### src/rtl/errmon_pkg.sv
package errmon_pkg;
  localparam logic [11:0] OFF_CTRL   = 12'h15C;
  localparam logic [11:0] OFF_THRESH = 12'h36C;
  localparam logic [11:0] OFF_DETECT = 12'h400;
  localparam logic [11:0] OFF_ENABLE = 12'h404;
  localparam logic [11:0] OFF_COUNT  = 12'h408;

  localparam int FAIL_LSB = 24;
  localparam int DEGR_LSB = 16;

  localparam int SRC_DEGR = 0;
  localparam int SRC_FAIL = 1;
  localparam int SRC_LT   = 2;
  localparam int NUM_SRC  = 3;
endpackage

### src/rtl/errmon_cfg.sv
module errmon_cfg #(
  parameter int ADDR_W  = 12,
  parameter int DATA_W  = 32,
  parameter int CNT_W   = 8,
  parameter int CAUSE_W = 8
) (
  input  logic                         clk,
  input  logic                         rst_n,
  input  logic                         wr_en,
  input  logic [ADDR_W-1:0]            addr,
  input  logic [DATA_W-1:0]            wr_data,
  output logic [errmon_pkg::NUM_SRC-1:0] ctrl_q,
  output logic [CNT_W-1:0]             thr_fail_q,
  output logic [CNT_W-1:0]             thr_degr_q,
  output logic [CAUSE_W-1:0]           enable_q,
  output logic                         det_clr,
  output logic                         cnt_clr
);
  import errmon_pkg::*;

  localparam logic [ADDR_W-1:0] A_CTRL = ADDR_W'(OFF_CTRL);
  localparam logic [ADDR_W-1:0] A_THR  = ADDR_W'(OFF_THRESH);
  localparam logic [ADDR_W-1:0] A_DET  = ADDR_W'(OFF_DETECT);
  localparam logic [ADDR_W-1:0] A_EN   = ADDR_W'(OFF_ENABLE);
  localparam logic [ADDR_W-1:0] A_CNT  = ADDR_W'(OFF_COUNT);

  logic ctrl_we, thr_we, en_we;
  logic [NUM_SRC-1:0] ctrl_d;
  logic [CNT_W-1:0]   thr_fail_d, thr_degr_d;
  logic [CAUSE_W-1:0] enable_d;
  logic               unused_wbits;

  assign unused_wbits = ^{wr_data, addr[1:0]};

  // write decode
  always_comb begin
    ctrl_we = wr_en && (addr[ADDR_W-1:2] == A_CTRL[ADDR_W-1:2]);
    thr_we  = wr_en && (addr[ADDR_W-1:2] == A_THR[ADDR_W-1:2]);
    en_we   = wr_en && (addr[ADDR_W-1:2] == A_EN[ADDR_W-1:2]);
    det_clr = wr_en && (addr[ADDR_W-1:2] == A_DET[ADDR_W-1:2]) && (wr_data == '0);
    cnt_clr = wr_en && (addr[ADDR_W-1:2] == A_CNT[ADDR_W-1:2]);
  end

  // next-state values
  always_comb begin
    ctrl_d     = wr_data[NUM_SRC-1:0];
    thr_fail_d = wr_data[FAIL_LSB +: CNT_W];
    thr_degr_d = wr_data[DEGR_LSB +: CNT_W];
    enable_d   = wr_data[CAUSE_W-1:0];
  end

  always_ff @(posedge clk or negedge rst_n) begin
    if (!rst_n) begin
      ctrl_q     <= '0;
      thr_fail_q <= '0;
      thr_degr_q <= '0;
      enable_q   <= '0;
    end else begin
      if (ctrl_we) ctrl_q <= ctrl_d;
      if (thr_we) begin
        thr_fail_q <= thr_fail_d;
        thr_degr_q <= thr_degr_d;
      end
      if (en_we) enable_q <= enable_d;
    end
  end

  p_ctrl_wr_r11: assert property (@(posedge clk) disable iff (!rst_n)
    !$past(ctrl_we) |-> $stable(ctrl_q));
  p_en_wr_r11: assert property (@(posedge clk) disable iff (!rst_n)
    !$past(en_we) |-> $stable(enable_q));
endmodule

### src/rtl/errmon_rate.sv
module errmon_rate #(
  parameter int CNT_W = 8
) (
  input  logic             clk,
  input  logic             rst_n,
  input  logic             evt,
  input  logic             clr,
  input  logic [CNT_W-1:0] thr_fail,
  input  logic [CNT_W-1:0] thr_degr,
  output logic [CNT_W-1:0] cnt_q,
  output logic             failed,
  output logic             degraded
);
  localparam logic [CNT_W-1:0] CNT_MAX = {CNT_W{1'b1}};
  localparam int NLVL = 2;  // 0: degraded, 1: failed

  logic [CNT_W-1:0] cnt_d;
  logic             cnt_en;
  logic [CNT_W-1:0] lvl [NLVL];
  logic [NLVL-1:0]  hit_d, hit_q;

  assign lvl[0] = thr_degr;
  assign lvl[1] = thr_fail;

  always_comb begin
    cnt_en = clr || (evt && (cnt_q != CNT_MAX));
    cnt_d  = clr ? '0 : cnt_q + 1'b1;
  end

  for (genvar g = 0; g < NLVL; g++) begin : g_lvl
    assign hit_d[g] = (lvl[g] != '0) && (cnt_q >= lvl[g]);
  end

  always_ff @(posedge clk or negedge rst_n) begin
    if (!rst_n) begin
      cnt_q <= '0;
      hit_q <= '0;
    end else begin
      if (cnt_en) cnt_q <= cnt_d;
      hit_q <= hit_d;
    end
  end

  assign degraded = hit_q[0];
  assign failed   = hit_q[1];

  p_step_r2: assert property (@(posedge clk) disable iff (!rst_n)
    (cnt_q != $past(cnt_q)) |-> ((cnt_q == $past(cnt_q) + 1'b1) || (cnt_q == '0)));
  p_sat_r2: assert property (@(posedge clk) disable iff (!rst_n)
    ($past(cnt_q) == CNT_MAX && !$past(clr)) |-> (cnt_q == CNT_MAX));
  p_clear_r6: assert property (@(posedge clk) disable iff (!rst_n)
    $past(clr) |-> (cnt_q == '0));
  p_fail_off_r5: assert property (@(posedge clk) disable iff (!rst_n)
    failed |-> ($past(thr_fail) != '0));
  p_degr_off_r5: assert property (@(posedge clk) disable iff (!rst_n)
    degraded |-> ($past(thr_degr) != '0));
endmodule

### src/rtl/errmon_lt_log.sv
module errmon_lt_log #(
  parameter int CAUSE_W = 8
) (
  input  logic               clk,
  input  logic               rst_n,
  input  logic [CAUSE_W-1:0] evt,
  input  logic               clr_zero,
  input  logic [CAUSE_W-1:0] enable,
  output logic [CAUSE_W-1:0] det_q,
  output logic               lt_err
);
  logic [CAUSE_W-1:0] det_d;
  logic               lt_d;

  always_comb begin
    det_d = (clr_zero ? '0 : det_q) | evt;
    lt_d  = |(det_q & enable);
  end

  always_ff @(posedge clk or negedge rst_n) begin
    if (!rst_n) begin
      det_q  <= '0;
      lt_err <= 1'b0;
    end else begin
      det_q  <= det_d;
      lt_err <= lt_d;
    end
  end

  p_sticky_r7: assert property (@(posedge clk) disable iff (!rst_n)
    (($past(det_q) & ~det_q) != '0) |-> $past(clr_zero));
  p_evt_wins_r8: assert property (@(posedge clk) disable iff (!rst_n)
    ((det_q & $past(evt)) == $past(evt)));
  p_lt_en_r9: assert property (@(posedge clk) disable iff (!rst_n)
    lt_err |-> ($past(enable) != '0));
endmodule

### src/rtl/errmon_irq.sv
module errmon_irq #(
  parameter int NSRC = 3
) (
  input  logic            clk,
  input  logic            rst_n,
  input  logic [NSRC-1:0] status,
  input  logic [NSRC-1:0] ctrl,
  output logic            irq
);
  logic [NSRC-1:0] gated;
  logic            irq_d;

  for (genvar s = 0; s < NSRC; s++) begin : g_src
    assign gated[s] = status[s] & ctrl[s];
  end

  assign irq_d = |gated;

  always_ff @(posedge clk or negedge rst_n) begin
    if (!rst_n) irq <= 1'b0;
    else        irq <= irq_d;
  end

  p_irq_rise_r10: assert property (@(posedge clk) disable iff (!rst_n)
    $rose(irq) |-> ($past(status) != '0));
  p_irq_gate_r10: assert property (@(posedge clk) disable iff (!rst_n)
    irq |-> ($past(ctrl) != '0));
endmodule

### src/rtl/err_thresh_mon.sv
module err_thresh_mon #(
  parameter int ADDR_W  = 12,
  parameter int DATA_W  = 32,
  parameter int CNT_W   = 8,
  parameter int CAUSE_W = 8
) (
  input  logic               clk,
  input  logic               rst_n,
  input  logic               wr_en,
  input  logic [ADDR_W-1:0]  addr,
  input  logic [DATA_W-1:0]  wr_data,
  output logic [DATA_W-1:0]  rd_data,
  input  logic               rate_evt,
  input  logic [CAUSE_W-1:0] lt_evt,
  output logic               lt_err,
  output logic               port_failed,
  output logic               port_degraded,
  output logic               maint_irq
);
  import errmon_pkg::*;

  localparam logic [ADDR_W-1:0] A_CTRL = ADDR_W'(OFF_CTRL);
  localparam logic [ADDR_W-1:0] A_THR  = ADDR_W'(OFF_THRESH);
  localparam logic [ADDR_W-1:0] A_DET  = ADDR_W'(OFF_DETECT);
  localparam logic [ADDR_W-1:0] A_EN   = ADDR_W'(OFF_ENABLE);
  localparam logic [ADDR_W-1:0] A_CNT  = ADDR_W'(OFF_COUNT);

  // reset: asynchronous assert, synchronous release
  logic [1:0] rst_sync_q;
  logic       rst_n_s;

  always_ff @(posedge clk or negedge rst_n) begin
    if (!rst_n) rst_sync_q <= '0;
    else        rst_sync_q <= {rst_sync_q[0], 1'b1};
  end
  assign rst_n_s = rst_sync_q[1];

  logic [NUM_SRC-1:0] ctrl_q;
  logic [CNT_W-1:0]   thr_fail, thr_degr, cnt_q;
  logic [CAUSE_W-1:0] enable_q, det_q;
  logic               det_clr, cnt_clr;
  logic [NUM_SRC-1:0] status;

  errmon_cfg #(.ADDR_W(ADDR_W), .DATA_W(DATA_W), .CNT_W(CNT_W), .CAUSE_W(CAUSE_W)) u_cfg (
    .clk(clk), .rst_n(rst_n_s), .wr_en(wr_en), .addr(addr), .wr_data(wr_data),
    .ctrl_q(ctrl_q), .thr_fail_q(thr_fail), .thr_degr_q(thr_degr),
    .enable_q(enable_q), .det_clr(det_clr), .cnt_clr(cnt_clr)
  );

  errmon_rate #(.CNT_W(CNT_W)) u_rate (
    .clk(clk), .rst_n(rst_n_s), .evt(rate_evt), .clr(cnt_clr),
    .thr_fail(thr_fail), .thr_degr(thr_degr), .cnt_q(cnt_q),
    .failed(port_failed), .degraded(port_degraded)
  );

  errmon_lt_log #(.CAUSE_W(CAUSE_W)) u_lt (
    .clk(clk), .rst_n(rst_n_s), .evt(lt_evt), .clr_zero(det_clr),
    .enable(enable_q), .det_q(det_q), .lt_err(lt_err)
  );

  always_comb begin
    status           = '0;
    status[SRC_LT]   = lt_err;
    status[SRC_FAIL] = port_failed;
    status[SRC_DEGR] = port_degraded;
  end

  errmon_irq #(.NSRC(NUM_SRC)) u_irq (
    .clk(clk), .rst_n(rst_n_s), .status(status), .ctrl(ctrl_q), .irq(maint_irq)
  );

  // combinational read mux
  always_comb begin
    rd_data = '0;
    if (addr[ADDR_W-1:2] == A_CTRL[ADDR_W-1:2]) begin
      rd_data[NUM_SRC-1:0] = ctrl_q;
    end else if (addr[ADDR_W-1:2] == A_THR[ADDR_W-1:2]) begin
      rd_data[FAIL_LSB +: CNT_W] = thr_fail;
      rd_data[DEGR_LSB +: CNT_W] = thr_degr;
    end else if (addr[ADDR_W-1:2] == A_DET[ADDR_W-1:2]) begin
      rd_data[CAUSE_W-1:0] = det_q;
    end else if (addr[ADDR_W-1:2] == A_EN[ADDR_W-1:2]) begin
      rd_data[CAUSE_W-1:0] = enable_q;
    end else if (addr[ADDR_W-1:2] == A_CNT[ADDR_W-1:2]) begin
      rd_data[CNT_W-1:0] = cnt_q;
    end
  end

  p_reset_r1: assert property (@(posedge clk)
    !rst_n_s |-> !(lt_err || port_failed || port_degraded || maint_irq));
endmodule

### config.mk
export PLATFORM = sky130hd
export DESIGN_NAME = err_thresh_mon
export DESIGN_NICKNAME = d
export VERILOG_FILES = /design/src/rtl/errmon_pkg.sv /design/src/rtl/errmon_cfg.sv /design/src/rtl/errmon_rate.sv /design/src/rtl/errmon_lt_log.sv /design/src/rtl/errmon_irq.sv /design/src/rtl/err_thresh_mon.sv
export SDC_FILE = /design/constraint.sdc
export NUM_CORES = 1
export LEC_CHECK = 0
export ABC_CLOCK_PERIOD_IN_PS = 6350
export CORE_ASPECT_RATIO = 0.6
export CORE_MARGIN = 1
export CORE_UTILIZATION = 45
export DETAILED_ROUTE_END_ITERATION = 8
export GPL_TIMING_DRIVEN = 1
export PLACE_DENSITY = 0.77
export SLEW_MARGIN = 20
export SYNTH_ARGS = -nofsm -noshare
export SYNTH_HDL_FRONTEND = slang
export SYNTH_HIERARCHICAL = 1
export SYNTH_SLANG_ARGS = --single-unit
### constraint.sdc
create_clock -name clk -period 6.35 [get_ports clk]
set_clock_uncertainty 0.2 [all_clocks]
set_input_delay 1.5875 -clock clk [delete_from_list [all_inputs] [get_ports clk]]
set_output_delay 1.5875 -clock clk [all_outputs]
set_load 0.05 [all_outputs]
==> impl_metrics.yaml, run 1 <==
status:
  outcome: "completed"
yosys:
  synth-edff-count: 0
  synth-xor-area-share: 0.008671
  synth.area.mux_share: 0.1301
  mapped_area_um2: 3030
  synth_top_cells_by_area: "dfrtp_1 (40%), mux2_2 (10%), ha_1 (7.0%)"
  synthArstFlopShare: 1.000
  post-synth-top-area-cell: "dfrtp_1"
  postSynth.topFlopCell: "dfrtp_1"
  netlist_cell_types: 48
  simple_logic_cell_fraction_of_the_synthesized_area: 0.2044
  dominant_combinational_cell_family_by_area_after_synthesis: "simple AND/OR/NAND/NOR gates"
  postSynthCellCount: 283
  synth-compound-area-share: 0.1040
  yosys.area.top_type_share: 0.4046
  yosys.area_share.adder: 0.07019
  post_synthesis_area_per_instance_um2: 10.71
  synth_warnings: 6
  yosysSeqAreaShare: 0.4046
  yosys_register_bits: 49
power_and_ir_drop:
  p_int_uw: 623.2
  power.share.switching: 0.3320
  netSwitchingPower_uw: 309.8
  peakVddDrop_mv: 0.1434
  logic_pwr_share: 0.275
  p_seq_frac: 0.441
  pwr_density_cell_nw_per_um2: 236.4
  cell_leakage_power_nw: 1.711
  power.share.clock: 0.284
  power.total_uw: 933.0
sta:
  fin_crit_ns: 5.804
  timing.fmax_ghz: 0.1723
  worstMarginPinSlew_ns: 0.9914
  final.setup.worst_slack_ns: 0.5461
  final_max_slew_viol_count: 0
  grt_setup_unrepaired: "no"
  max_slew_margin: 0.3341
  final-hold-violation-count: 0
  final-setup-viol-count: 0
  final.period_utilization: 0.9140
  setup_total_negative_slack_ns: 0
run:
  maxCapViolCount: 0
placed_design:
  placed_cell_area_um2: 3810
  place.gp.congestion: 0.8190
  post-dp-hpwl_um: 5696
  io_buffer_count: 81
  place_worst_setup_slack_ns: 0.5347
floorplan:
  die-height_um: 65.57
  count_of_standard_cell_rows: 22
  die-area_um2: 7077
  initial_utilization: 0.4807
  boundaryPins: 92
  core-area_um2: 6304
  chipWidth_um: 107.9
clock_tree:
  ctsLongestPathBuffers: 2
  cts.repair_timing.setup_buffer_count: 0
  clkTransAtPathRegs_ns: 0.10
  cts-hold-fix-buffers: 0
  cts_tree: "done"
  clock-sinks: 49
  count_of_h_tree_levels_built_during_cts: 2
  worst_skew_pair.late_latency_ns: 0.31
  cts_resized: 0
  clk_root_buf: "clkbuf_8"
  cts-buffers-inserted: 5
cells_and_area:
  final_standard_cell_utilization_of_the_core: 0.6260
  num-nets-final: 439
  area.growth.synth_to_final_pct: 30.22
  layout.cell_area.non_filler_um2: 3946
  num_antenna_cells: 0
  drive_gt1_frac: 0.2234
worst_setup_path:
  cp_num_buf_inv: 2
  type_of_the_setup_path_with_the_least_slack: "input port to output pin"
  crit_path_max_incr_delay_ns: 0.80
  crit_chain: "clkdlybuf4s50_1 -> or3b_2 -> nor3_1 -> a22o_1 -> clkdlybuf4s50_1"
  crit_path_max_fanout: 6
  timing.critical_path.to_type: "output pin"
  cp_data_arrival_time_ns: 4.02
  ff2ff_setup_slack_ns: 4.62
  critical_path.most_common_cell: "clkdlybuf4s50_1"
  worstReg2RegStart: "u_rate/cnt_q[2]$_DFFE_PN0P_"
  reg2reg_to: "u_rate/hit_q[1]$_DFF_PN0_"
  critical_path.slowest_cell: "clkdlybuf4s50_1"
  crit_required_ns: 4.56
  rr_worst_depth: 4
  critical_path.top_delay_family: "buffers and inverters"
  startpoint_types: "input port"
grt:
  track_usage: 0.2181
  wire_length_of_the_first_global_routing_pass_um: 11700
  grt_max_degree: 48
  vias_in_the_first_global_route: 2344
  globalRouteOverflowTotal: 0
  antenna_found_initial: 0
route:
  dr.first_iter.drc_count: 127
  ant_nets: 0
  detail_route.vias_per_cell: 5.450
  route.vias.total: 2458
  drt_total_wl_um: 7309
  wl_per_cell_um: 16.21
  drc: 0
  firstDrtPassIters: 4
min_path:
  worstHoldPathType: "flop to async pin"
[Yosys cell counts, types with 2 or more instances]
master,count
a211oi_1,3
a21o_1,7
a21oi_1,8
a221o_1,2
a22o_1,3
a22oi_1,4
a31oi_1,4
and2_1,6
and2_2,12
buf_4,8
buf_6,2
conb_1,2
dfrtp_1,49
ha_1,17
inv_1,23
mux2_2,27
mux2i_1,9
nand2_1,12
nand3_1,9
nand4_1,4
nand4b_1,2
nor2_1,8
nor2b_1,2
nor3_1,6
nor4_1,15
nor4_4,2
nor4b_1,2
o21ai_0,7
o2bb2ai_1,3
or2_2,5
xnor2_1,3
[flip-flops by register name, indices dropped and copies added, names as in the netlist]
name / flops
rst_sync_q: 2
u_irq/irq: 1
u_cfg/thr_degr_q: 8
u_rate/hit_q: 2
u_rate/cnt_q: 8
u_cfg/enable_q: 8
u_lt/lt_err: 1
u_cfg/thr_fail_q: 8
u_lt/det_q: 8
u_cfg/ctrl_q: 3
[worst max-delay path by stage]
stage	start	to	slack, ns	cells past startpoint
after floorplan	addr[2]	rd_data[3]	1.54	5
after global placement	addr[4]	rd_data[2]	0.57	5
after detailed placement	addr[4]	rd_data[0]	0.53	5
after CTS	addr[4]	rd_data[0]	0.52	5
after global routing	addr[4]	rd_data[2]	0.44	5
final	addr[4]	rd_data[0]	0.55	5
[through the flow]
stage                     instances  hold WS [ns]
after detailed placement        443        0.1464
after global routing            451        0.1733
after global placement          443        0.1383
after floorplan                 290        0.1312
after CTS                       451        0.1688
final                           451        0.1505
[power by group through the flow]
| stage | Combinational, mW | Sequential [mW] | Clock (mW) |
|---|---|---|---|
| 6_report | 0.257 | 0.412 | 0.265 |
| 4_1_cts | 0.254 | 0.412 | 0.270 |
| 2_1_floorplan | 0.166 | 0.401 | 0 |
| 3_3_place_gp | 0.236 | 0.418 | 0 |
| 3_5_place_dp | 0.253 | 0.418 | 0 |
| 5_1_grt | 0.291 | 0.422 | 0.282 |
[cell families (layout without fill, tap and decap cells)]
logic type	after synthesis	count (layout)
simple gates	93	93
compound gates	45	45
buf+inv	38	115
mux	36	36
xor+xnor	3	3
fa+ha+maj	17	17
other cells	2	9
flops	49	49
[layout by cell type, fill, tap and decap left out, drive strengths merged, types with 9 or more instances in the layout]
master	count
ha	17
mux2i	9
inv	24
nand3	9
dfrtp	49
conb	9
nand2	12
nor4	17
and2	18
mux2	27
clkdlybuf4s50	65
buf	18
[metal layers]
| layer | global-route usage | up-vias | part of all wire |
|---|---|---|---|
| met2 | 0.3352 | 83 | 0.43 |
| met3 | 0.04067 | 4 | 0.082 |
| li1 | - | 1181 | - |
| met4 | 0.04110 | 0 | 0.0052 |
| met1 | 0.3200 | 1190 | 0.49 |
| met5 | 0 | - | 0 |
[layout make-up]
class,instances,area (um2)
Clock inverter,3,65.06
Multi-Input combinational cell,203,1602
Fill cell,533,2357
Inverter,24,90.09
Tap cell,84,105.1
Timing Repair Buffer,83,785.8
Clock buffer,5,68.82
Sequential cell,49,1230
Note: power is estimated with default switching activity, not from simulation.
==> run 2, diff against run 1 <==
GPL_TIMING_DRIVEN = 0   (was 1)
==> run 2 against run 1 <==
Combinational power grew 4%. Worst hold slack worse by 0.11 ns. Clock-buffer cell count increased by 1. Sequential power barely moved. Largest cell class unchanged. Highest routed layer unchanged.
==> impl_metrics.yaml, run 2 (synthesis gave the netlist of run 1 again) <==
route:
  route.vias.total: 2561
  wl_per_cell_um: 17.20
  detail_route.vias_per_cell: 5.519
  drt_total_wl_um: 7982
  firstDrtPassIters: 4
  dr.first_iter.drc_count: 114
  ant_nets: 0
  drc: 0
worst_setup_path:
  crit_required_ns: 4.56
  crit_chain: "clkdlybuf4s50_1 -> bufbuf_16 -> nand3_1 -> nor4_4 -> buf_6 -> and2_2 -> clkdlybuf4s50_1"
  startpoint_types: "input port"
  ff2ff_setup_slack_ns: 4.60
  type_of_the_setup_path_with_the_least_slack: "input port to output pin"
  critical_path.most_common_cell: "clkdlybuf4s50_1"
  timing.critical_path.to_type: "output pin"
  crit_path_start: "addr[2]"
  crit_end: "rd_data[25]"
  rr_worst_depth: 4
  reg2reg_to: "u_rate/hit_q[0]$_DFF_PN0_"
  crit_path_max_fanout: 10
  timing.critical_path.depth: 7
  critical_path.slowest_cell: "clkdlybuf4s50_1"
  worstReg2RegStart: "u_rate/cnt_q[2]$_DFFE_PN0P_"
  cp_num_buf_inv: 4
  crit_path_max_incr_delay_ns: 0.79
  cp_data_arrival_time_ns: 4.32
  critical_path.top_delay_family: "buffers and inverters"
power_and_ir_drop:
  cell_leakage_power_nw: 1.756
  p_seq_frac: 0.451
  power.share.clock: 0.258
  peakVddDrop_mv: 0.2175
  pwr_density_cell_nw_per_um2: 222.7
  logic_pwr_share: 0.291
  power.share.switching: 0.3443
  p_int_uw: 600.6
  netSwitchingPower_uw: 315.4
sta:
  final.period_utilization: 0.9622
  final-setup-viol-count: 0
  fin_crit_ns: 6.110
  setup_total_negative_slack_ns: 0
  final_max_slew_viol_count: 0
  final-hold-violation-count: 0
  timing.fmax_ghz: 0.1637
  max_slew_margin: 0.5659
  grt_setup_unrepaired: "no"
  worstMarginPinSlew_ns: 0.6463
clock_tree:
  cts-buffers-inserted: 5
  cts_resized: 0
  clk_root_buf: "clkbuf_8"
  clock-sinks: 49
  cts-hold-fix-buffers: 0
  count_of_h_tree_levels_built_during_cts: 2
  cts_tree: "done"
  worst_skew_pair.late_latency_ns: 0.31
  ctsLongestPathBuffers: 2
  cts.repair_timing.setup_buffer_count: 0
  clkTransAtPathRegs_ns: 0.09
grt:
  grt_max_degree: 28
  vias_in_the_first_global_route: 2562
  antenna_found_initial: 0
  globalRouteOverflowTotal: 0
  wire_length_of_the_first_global_routing_pass_um: 12760
  track_usage: 0.2427
floorplan:
  die-area_um2: 7077
  initial_utilization: 0.4807
  count_of_standard_cell_rows: 22
  chipWidth_um: 107.9
  boundaryPins: 92
  core-area_um2: 6304
  die-height_um: 65.57
cells_and_area:
  final_standard_cell_utilization_of_the_core: 0.6526
  num-nets-final: 452
  area.growth.synth_to_final_pct: 35.76
  mostFrequentLayoutCell: "clkdlybuf4s50_1"
  num_antenna_cells: 0
  fillerInstances: 494
  multi_input_area_um2: 1602
  ff_latch_area_um2: 1227
  drive_gt1_frac: 0.2053
  most_frequent_cells_in_the_layout: "clkdlybuf4s50_1 (81), dfrtp_1 (48), mux2_2 (27)"
placed_design:
  post-dp-hpwl_um: 6333
  place.gp.congestion: 0.8237
  io_buffer_count: 81
min_path:
  worstHoldPathType: "flop to async pin"
status:
  outcome: "completed"
run:
  maxCapViolCount: 0
## run 2: worst min path at each step
| stage | endpoint | startpoint | cells past startpoint | slack (ns) |
|---|---|---|---|---|
| after floorplan | rst_sync_q[1]$_DFF_PN0_ | rst_sync_q[0]$_DFF_PN0_ | 0 | 0.13 |
| after global placement | rst_sync_q[1]$_DFF_PN0_ | rst_sync_q[0]$_DFF_PN0_ | 0 | 0.14 |
| after detailed placement | u_cfg/thr_degr_q[0]$_DFFE_PN0P_ | rst_sync_q[1]$_DFF_PN0_ | 0 | 0.05 |
| after CTS | u_cfg/thr_degr_q[0]$_DFFE_PN0P_ | rst_sync_q[1]$_DFF_PN0_ | 0 | 0.06 |
| after global routing | u_cfg/thr_degr_q[0]$_DFFE_PN0P_ | rst_sync_q[1]$_DFF_PN0_ | 0 | 0.09 |
| final | u_cfg/thr_degr_q[0]$_DFFE_PN0P_ | rst_sync_q[1]$_DFF_PN0_ | 0 | 0.05 |
## run 2: cell type report
type / count / area share
Multi-Input combinational cell: 203 / 0.3893
Sequential cell: 49 / 0.2984
Timing Repair Buffer: 82 / 0.2019
Buffer: 14 / 0.03376
Tap cell: 84 / 0.02555
Inverter: 24 / 0.02190
Clock buffer: 6 / 0.02007
Clock inverter: 2 / 0.009124
## run 2: metal layers
layer,up-vias,GRT usage,share of wire
met3,4,0.05655,0.088
li1,1209,-,-
met1,1254,0.3352,0.46
met4,0,0.07534,0.0050
met5,-,0,0
met2,94,0.3766,0.44
## run 2: through the flow
stage | area, um2 | total power, mW | instances | setup slack (ns) | hold WS (ns)
3_3_place_gp | 3973 | 0.6615 | 455 | 0.2844 | 0.1384
5_1_grt | 4114 | 0.9809 | 464 | 0.1204 | 0.08922
2_1_floorplan | 3057 | 0.5673 | 290 | 1.535 | 0.1312
3_5_place_dp | 3994 | 0.6833 | 456 | 0.2627 | 0.05006
4_1_cts | 4114 | 0.9192 | 464 | 0.2477 | 0.05814
6_report | 4114 | 0.9160 | 464 | 0.2403 | 0.04535
## run 2: worst register-to-register path, cell delays in order (launching register included)
cell and delay [ns]:
dfrtp_1 0.50, ha_1 0.34, o21ai_0 0.09, a221o_1 0.35, a31oi_1 0.19
## run 2: power groups by stage
stage	logic (mW)	clock network, mW	registers (mW)
after floorplan	0.166	0	0.401
after global placement	0.243	0	0.419
after detailed placement	0.264	0	0.419
after CTS	0.265	0.242	0.412
after global routing	0.303	0.259	0.419
final	0.266	0.236	0.414
==> run 3, diff against run 2 <==
CTS_CLUSTER_SIZE = 14   (was default)
==> results of run 3 <==
Final layout, timing and power as in run 2 (identical DEF).
